--- src/rtl/lutcell_pkg.sv ---
package lutcell_pkg;

  typedef enum logic {
    OUT_COMB = 1'b0,
    OUT_REG  = 1'b1
  } out_sel_e;

  function automatic int table_bits(input int n_inputs);
    return 1 << n_inputs;
  endfunction

endpackage

--- src/rtl/lutcell_rst_sync.sv ---
module lutcell_rst_sync #(
  parameter int STAGES = 2
) (
  input  logic clk,
  input  logic rst_n,
  output logic rst_sync_n
);

  logic [STAGES-1:0] chain_q;
  logic [STAGES-1:0] chain_d;

  always_comb begin
    chain_d = {chain_q[STAGES-2:0], 1'b1};
  end

  always_ff @(posedge clk or negedge rst_n) begin
    if (!rst_n) chain_q <= '0;
    else        chain_q <= chain_d;
  end

  assign rst_sync_n = chain_q[STAGES-1];

endmodule

--- src/rtl/lutcell_cfg_chain.sv ---
module lutcell_cfg_chain #(
  parameter int FRAME_W = 18
) (
  input  logic               clk,
  input  logic               rst_n,
  input  logic               cfg_mode,
  input  logic               cfg_in,
  output logic [FRAME_W-1:0] frame,
  output logic               init_next,
  output logic               cfg_out
);

  logic [FRAME_W-1:0] frame_q;
  logic [FRAME_W-1:0] frame_d;
  logic               shift_en;

  assign shift_en = cfg_mode;

  always_comb begin
    frame_d = frame_q;
    if (shift_en) frame_d = {frame_q[FRAME_W-2:0], cfg_in};
  end

  always_ff @(posedge clk) begin
    if (shift_en) frame_q <= frame_d;
  end

  assign frame     = frame_q;
  assign init_next = frame_d[FRAME_W-1];
  assign cfg_out   = frame_q[FRAME_W-1];

  AST_SHIFT_IN: assert property (@(posedge clk) disable iff (!rst_n)
    cfg_mode |=> frame_q[0] == $past(cfg_in));

  AST_CHAIN_OUT: assert property (@(posedge clk) disable iff (!rst_n)
    cfg_mode |=> cfg_out == $past(frame_q[FRAME_W-2]));

  AST_FRAME_HOLD: assert property (@(posedge clk) disable iff (!rst_n)
    !cfg_mode |=> $stable(frame_q));

endmodule

--- src/rtl/lutcell_lut_mux.sv ---
module lutcell_lut_mux #(
  parameter int N_IN = 4,
  localparam int ENTRIES = 1 << N_IN
) (
  input  logic [ENTRIES-1:0] truth,
  input  logic [N_IN-1:0]    sel,
  output logic               y
);

  logic [N_IN:0][ENTRIES-1:0] stage;

  assign stage[0] = truth;

  for (genvar lv = 0; lv < N_IN; lv++) begin : g_level
    localparam int LIVE = ENTRIES >> (lv + 1);
    for (genvar j = 0; j < ENTRIES; j++) begin : g_node
      if (j < LIVE) begin : g_pick
        assign stage[lv+1][j] = sel[lv] ? stage[lv][2*j+1] : stage[lv][2*j];
      end else begin : g_pad
        assign stage[lv+1][j] = 1'b0;
      end
    end
  end

  assign y = stage[N_IN][0];

endmodule

--- src/rtl/lutcell_state_ff.sv ---
module lutcell_state_ff (
  input  logic clk,
  input  logic rst_sync_n,
  input  logic cfg_mode,
  input  logic init_val,
  input  logic d,
  output logic q
);

  logic hold_init;
  logic q_d;
  logic q_r;

  always_comb begin
    hold_init = !rst_sync_n || cfg_mode;
    q_d       = hold_init ? init_val : d;
  end

  always_ff @(posedge clk) begin
    q_r <= q_d;
  end

  assign q = q_r;

endmodule

--- src/rtl/lutcell_top.sv ---
module lutcell_top
  import lutcell_pkg::*;
#(
  parameter int N_IN        = 4,
  parameter int SYNC_STAGES = 2
) (
  input  logic            clk,
  input  logic            rst_n,
  input  logic            cfg_mode,
  input  logic            cfg_in,
  output logic            cfg_out,
  input  logic [N_IN-1:0] lut_in,
  output logic            cell_out
);

  localparam int ENTRIES = 1 << N_IN;
  localparam int FRAME_W = ENTRIES + 2;
  localparam int SEL_POS  = ENTRIES;
  localparam int INIT_POS = ENTRIES + 1;

  logic               rst_sync_n;
  logic [FRAME_W-1:0] frame;
  logic               init_next;
  logic               lut_y;
  logic               ff_q;
  out_sel_e           out_sel;
  logic               ff_init;

  lutcell_rst_sync #(.STAGES(SYNC_STAGES)) u_rst (
    .clk        (clk),
    .rst_n      (rst_n),
    .rst_sync_n (rst_sync_n)
  );

  lutcell_cfg_chain #(.FRAME_W(FRAME_W)) u_cfg (
    .clk       (clk),
    .rst_n     (rst_n),
    .cfg_mode  (cfg_mode),
    .cfg_in    (cfg_in),
    .frame     (frame),
    .init_next (init_next),
    .cfg_out   (cfg_out)
  );

  lutcell_lut_mux #(.N_IN(N_IN)) u_lut (
    .truth (frame[ENTRIES-1:0]),
    .sel   (lut_in),
    .y     (lut_y)
  );

  lutcell_state_ff u_ff (
    .clk        (clk),
    .rst_sync_n (rst_sync_n),
    .cfg_mode   (cfg_mode),
    .init_val   (init_next),
    .d          (lut_y),
    .q          (ff_q)
  );

  assign out_sel = out_sel_e'(frame[SEL_POS]);
  assign ff_init = frame[INIT_POS];

  always_comb begin
    if (cfg_mode)               cell_out = 1'b0;
    else if (out_sel == OUT_REG) cell_out = ff_q;
    else                        cell_out = lut_y;
  end

  AST_CFG_QUIET: assert property (@(posedge clk) disable iff (!rst_n)
    cfg_mode |-> !cell_out);

  AST_COMB_PATH: assert property (@(posedge clk) disable iff (!rst_n)
    (!cfg_mode && out_sel == OUT_COMB) |-> cell_out == frame[lut_in]);

  AST_REG_PATH: assert property (@(posedge clk) disable iff (!rst_n)
    ($past(rst_sync_n) && !$past(cfg_mode) && !cfg_mode && out_sel == OUT_REG)
      |-> cell_out == $past(frame[lut_in]));

  AST_LOAD_START: assert property (@(posedge clk) disable iff (!rst_n)
    ($fell(cfg_mode) && out_sel == OUT_REG) |-> cell_out == ff_init);

  AST_RESET_INIT: assert property (@(posedge clk) disable iff (!rst_n)
    (!$past(rst_sync_n) && !cfg_mode && out_sel == OUT_REG) |-> cell_out == ff_init);

endmodule

--- config.mk ---
export PLATFORM = sky130hd
export DESIGN_NAME = lutcell_top
export DESIGN_NICKNAME = d
export VERILOG_FILES = /design/src/rtl/lutcell_pkg.sv /design/src/rtl/lutcell_rst_sync.sv /design/src/rtl/lutcell_cfg_chain.sv /design/src/rtl/lutcell_lut_mux.sv /design/src/rtl/lutcell_state_ff.sv /design/src/rtl/lutcell_top.sv
export SDC_FILE = /design/constraint.sdc
export NUM_CORES = 1
export LEC_CHECK = 0
export ABC_AREA = 1
export BUFFER_PORTS_ARGS = -buffer_cell sky130_fd_sc_hd__buf_2
export CAP_MARGIN = 20
export CORE_ASPECT_RATIO = 0.9
export CORE_MARGIN = 5
export CORE_UTILIZATION = 35
export CTS_BUF_LIST = sky130_fd_sc_hd__clkbuf_4 sky130_fd_sc_hd__clkbuf_8
export DETAILED_ROUTE_END_ITERATION = 7
export HOLD_SLACK_MARGIN = 0.03
export PLACE_DENSITY_LB_ADDON = 0.05
export SKIP_LAST_GASP = 1
export SYNTH_ARGS = -nofsm -noshare
export SYNTH_HDL_FRONTEND = slang
export SYNTH_HIERARCHICAL = 1
export SYNTH_SLANG_ARGS = --single-unit
--- constraint.sdc ---
create_clock -name clk -period 1.2 [get_ports clk]
set_input_delay 0.18 -clock clk [delete_from_list [all_inputs] [get_ports clk]]
set_output_delay 0.18 -clock clk [all_outputs]
set_load 0.05 [all_outputs]
==> impl_metrics.tcl, run 1 <==
set metrics [dict create \
    status "finished with violations" \
    violations "negative setup slack" \
    clk_pin_slew_ps 110 \
    min_delay_path_depth 1 \
    die-area_sq_mm 0.00370 \
    rr_worst_depth 9 \
    power.share.clock_pct 24.3 \
    port_buffers 9 \
    cts_buffer_depth 2 \
    syn-num-nets 95 \
    fillers 245 \
    crit_arrival_ps 1460 \
    fmax_ghz 0.610 \
    rows 17 \
    firstDrtPassIters 4 \
    rsz0062_at_grt "true" \
    grtUsageTotal_pct 8.83 \
    num_vias 627 \
    finalWorstPathRequiredPeriod_ps 1640 \
    routabilityCongestion 0.769 \
    crit_required_ps 1020 \
    timing.final.hold_violations 0 \
    setup_violations 1 \
    clock_latency_ps 290 \
    syn_to_final_growth_pct 33.1 \
    seq_power_share_pct 60.5 \
    switchingPower_w 0.000337 \
    peakVddDrop_uv 885 \
    drt_iter0_drc 9 \
    path_class "reg -> out" \
    die_w_um 63.6 \
    syn_avg_cell_area_sq_um 10.4 \
    timing.rr.end "u_ff/q" \
    min_to "u_cfg/frame[0]" \
    antennaDiodeCount 0 \
    die_h_um 58.2 \
    internal_power_w 0.00109 \
    syn_inst 87 \
    p_comb_share_pct 15.3 \
    p_leak_nw 0.580 \
    clock-sinks 21 \
    wirelength_mm 1.60 \
    pre_cts_ws_ps -275 \
    syn_area_sq_um 905 \
    antenna_found_initial 0 \
    ios 10 \
    min_period_over_period_pct 137 \
    worstPathMaxFanout 2 \
    nNetsFinal 125 \
    hold_path_startpoint "cfg_in" \
    wl_per_cell_um 11.1 \
    htree_levels 1 \
    hp-class "in -> reg" \
    rrSetupSlack_ps 10 \
    maxCapViolations 0 \
    initial_core_util_pct 36.7 \
    post-dp-hpwl_mm 1.08 \
    grt_pass1_wl_mm 2.52 \
    drt-vias-per-instance 4.35 \
    grt_max_degree 12 \
    cts-root-buf "clkbuf_4" \
    ant_nets 0 \
    setup_ws_ps -441 \
    instances_no_fill 144 \
    swShare_pct 23.5 \
    maxSlewViolCount 0 \
    crit_start "u_cfg/frame[14]" \
    grt_pass1_vias 568 \
    skew_ps 3.86 \
    crit_path_start_kind "flop" \
    power.density_mw_per_mm2 1190 \
    ys_warn_count 6 \
    cts_tree "yes" \
    cp-end-kind "primary output" \
    power_w 0.00143 \
    cts_buffers 3 \
    grt_overflow 0 \
    drc 0 \
    finalSetupTns_ps -441 \
    core_sq_mm 0.00247 \
    reg2reg_from "u_cfg/frame[14]" \
    dp_cells 130 \
    drive_gt1_share_pct 43.1 \
]
placed cells by master, fill, tap and decap left out, types with 2 or more instances in the layout:
master     n
inv_1     16
nand2_2    6
edfxtp_1  18
nor2_4     2
nand3_1    4
nand2_1   23
buf_4     16
nand3_2    9
dfrtp_1    2
inv_2      3
buf_2      8
clkbuf_4   4
routing by layer:
layer	GRT usage [%]	vias to the layer above	routed length (um)
met4	1.78	0	14
met5	0	-	0
met1	11.8	289	788
met3	3.49	2	56
met2	13.6	7	741
li1	-	329	-
critical path, cell delays in order, from the launching register on:
cell and delay (ps):
edfxtp_1 430, inv_2 70, nand2_2 50, nand3_2 70, nand3_2 80, nand3_2 80
nand2_2 70, nor2_4 130, nor2_4 40, buf_8 140
layout make-up:
type / instances / area, sq um / share of cell area [%]
clock buffers: 4 / 30.0 / 2.49
repair buffers: 26 / 185 / 15.4
inverters: 20 / 82.6 / 6.86
well taps: 28 / 35.0 / 2.91
flip-flops and latches: 21 / 611 / 50.7
multi-input cells: 45 / 260 / 21.6
through the flow:
stage / util [%] / instance area, sq um / hold WS (ps)
final: 48.8 / 1200 / 55.7
after detailed placement: 41.8 / 1030 / -32.5
after CTS: 45.0 / 1110 / 42.0
after floorplan: - / 910 / -116
after global placement: 41.8 / 1030 / -34.4
after global routing: 48.8 / 1200 / 31.7
state kept, by name, summed over array words and instances, names as in the netlist:
name and cells:
u_cfg/frame 18, u_ff/q 1, u_rst/chain_q 2
what timing repair did:
action                                  in CTS  in global routing
endpoints found under the setup margin       1                  2
gates cloned                                 0                  0
hold buffers                                 1                  0
pin swaps                                    7                  7
setup buffers                                3                  6
gates resized for setup                      5                 11
endpoints found under the hold margin        2                  0
how the worst max path moves through the flow:
stage | to | slack [ps] | cells after the start
CTS | cell_out | -420 | 9
global placement | cell_out | -230 | 11
global route | cell_out | -530 | 9
detailed placement | cell_out | -270 | 11
finish | cell_out | -440 | 9
floorplan | cell_out | 10 | 8
power groups by stage:
stage               combinational (W)  clock, W  sequential [W]
CTS                          0.000181  0.000372        0.000865
global route                 0.000242  0.000404        0.000869
global placement             0.000156         0        0.000881
floorplan                   0.0000903         0        0.000882
detailed placement           0.000159         0        0.000881
finish                       0.000218  0.000347        0.000864
(Power assumes the default switching activity.)
==> run 2, diff against run 1 <==
BUFFER_PORTS_ARGS = unset   (was -buffer_cell sky130_fd_sc_hd__buf_2)
DONT_BUFFER_PORTS = 1   (was unset)
==> impl_metrics.tcl, run 2 (synthesized netlist as in run 1, its figures left out) <==
set metrics [dict create \
    initial_core_util_pct 36.7 \
    grt_pass1_wl_mm 2.68 \
    status "finished with violations" \
    drc 0 \
    switchingPower_w 0.000339 \
    largest_register_ffs 18 \
    worstPathMaxFanout 2 \
    die_h_um 58.2 \
    skew_ps 6.10 \
    post-dp-hpwl_mm 1.01 \
    internal_power_w 0.00110 \
    cts_buffers 3 \
    crit_required_ps 1020 \
    top_usage_layer "met2" \
    num_vias 625 \
    grtUsageMet2_pct 17.2 \
    slew_headroom_pct 46.3 \
    maxCapViolations 0 \
    ios 10 \
    fin_area_sq_mm 0.00117 \
    antennaDiodeCount 0 \
    wl_per_cell_um 12.4 \
    cts_tree "yes" \
    grt_use_met1_pct 10.7 \
    cp_common_cell "nand3_2" \
    min_period_over_period_pct 141 \
    rows 17 \
    worst-path-buf-inv 2 \
    cts-root-buf "clkbuf_4" \
    mostFrequentLayoutCells "23 x nand2_1, 18 x edfxtp_1, 17 x inv_1" \
    p_leak_nw 0.561 \
    port_buffers 0 \
    htree_levels 1 \
    grtUsageTotal_pct 9.73 \
    clock-sinks 21 \
    crit_path_start_kind "flop" \
    path_cells "inv_2 -> nand2_2 -> nand3_2 -> nand3_2 -> nand3_2 -> nand2_2 -> nor2_4 -> nor2_4 -> buf_12" \
    clk_pin_slew_ps 110 \
    dpl_cell_area_sq_um 998 \
    power_w 0.00144 \
    cp_top_family "simple AND/OR/NAND/NOR gates" \
    cp-end-kind "primary output" \
    syn_to_final_growth_pct 29.5 \
    tightest_slew_ps 805 \
    violations "negative setup slack" \
    critical-path-max-stage-delay_ps 440 \
    fmax_ghz 0.592 \
    hp-class "in -> reg" \
    timing.final.hold_violations 0 \
    p_comb_share_pct 14.6 \
    seq_power_share_pct 60.1 \
    peakVddDrop_uv 850 \
    cts_buffer_depth 2 \
    setup_ws_ps -490 \
    finalSetupTns_ps -885 \
    grt_overflow 0 \
    drive_gt1_share_pct 33.6 \
    die_w_um 63.6 \
    grt_pass1_vias 591 \
    path_class "reg -> out" \
    power.density_mw_per_mm2 1230 \
    core_sq_mm 0.00247 \
    rsz0062_at_grt "true" \
    drt_iter0_drc 23 \
    die-area_sq_mm 0.00370 \
    antenna_found_initial 0 \
    use_met3_pct 3.49 \
    crit_slowest_cell "edfxtp_1" \
    clock_latency_ps 310 \
    final_common_cell "nand2_1" \
    firstDrtPassIters 4 \
    swShare_pct 23.6 \
    routabilityCongestion 0.769 \
    wirelength_mm 1.71 \
    setup_violations 2 \
    maxSlewViolCount 0 \
    drt-vias-per-instance 4.53 \
    crit_arrival_ps 1510 \
    finalWorstPathRequiredPeriod_ps 1690 \
    nNetsFinal 119 \
    ant_nets 0 \
    grt_max_degree 19 \
    power.share.clock_pct 25.3 \
]
[run 2: layout make-up]
| class | instances | area [sq um] |
|---|---|---|
| clock buffer | 4 | 30.0 |
| fill | 235 | 1300 |
| inverter | 20 | 82.6 |
| multi-input combinational | 45 | 240 |
| sequential | 21 | 611 |
| tap | 28 | 35.0 |
| timing repair buffer | 20 | 173 |
[run 2: per-layer routing]
layer  vias up  part of all wire (%)
met5         -                     0
met1       295                    43
li1        317                     -
met4         0                   1.6
met2         9                    52
met3         4                   3.8
[run 2: final timing paths]
| path | start | to | slack [ps] | cells after the start |
|---|---|---|---|---|
| max in group asynchronous | rst_n | u_rst/chain_q[0] | 990 | 1 |
| hold reg to reg | u_rst/chain_q[0] | u_rst/chain_q[1] | 360 | 0 |
| setup reg to reg | u_cfg/frame[14] | u_ff/q | -400 | 12 |
| hold / removal | cfg_mode | u_ff/q | 60 | 3 |
| min in group asynchronous | rst_n | u_rst/chain_q[1] | 90 | 1 |
| setup / recovery | u_cfg/frame[14] | cell_out | -490 | 9 |
[run 2: what timing repair did]
item	in CTS	in global routing
endpoints found under the hold margin	21	0
gates cloned	0	0
hold buffers	3	0
setup endpoints to repair	1	20
pin swaps	8	5
resized for setup	6	3
buffers inserted	9	1
[run 2: power groups by stage]
| stage | logic (W) | clock network (W) | registers (W) |
|---|---|---|---|
| after floorplan | 0.0000903 | 0 | 0.000882 |
| after global placement | 0.000132 | 0 | 0.000881 |
| after detailed placement | 0.000133 | 0 | 0.000882 |
| after CTS | 0.000200 | 0.000379 | 0.000865 |
| after global routing | 0.000228 | 0.000409 | 0.000871 |
| final | 0.000210 | 0.000364 | 0.000866 |
[run 2: tightest hold or removal path, stage by stage]
cell and delay (ps):
inv_1 30, nand3_1 60, nand2_1 60
[run 2: stage by stage]
step / instances / util [%] / hold WS (ps) / setup slack, ps
detailed placement: 121 / 40.5 / -116 / -155
global placement: 121 / 40.5 / -116 / -153
CTS: 137 / 46.7 / 58.7 / -416
global route: 138 / 47.5 / 63.1 / -553
finish: 138 / 47.5 / 59.7 / -490
floorplan: 87 / - / -116 / 13.2
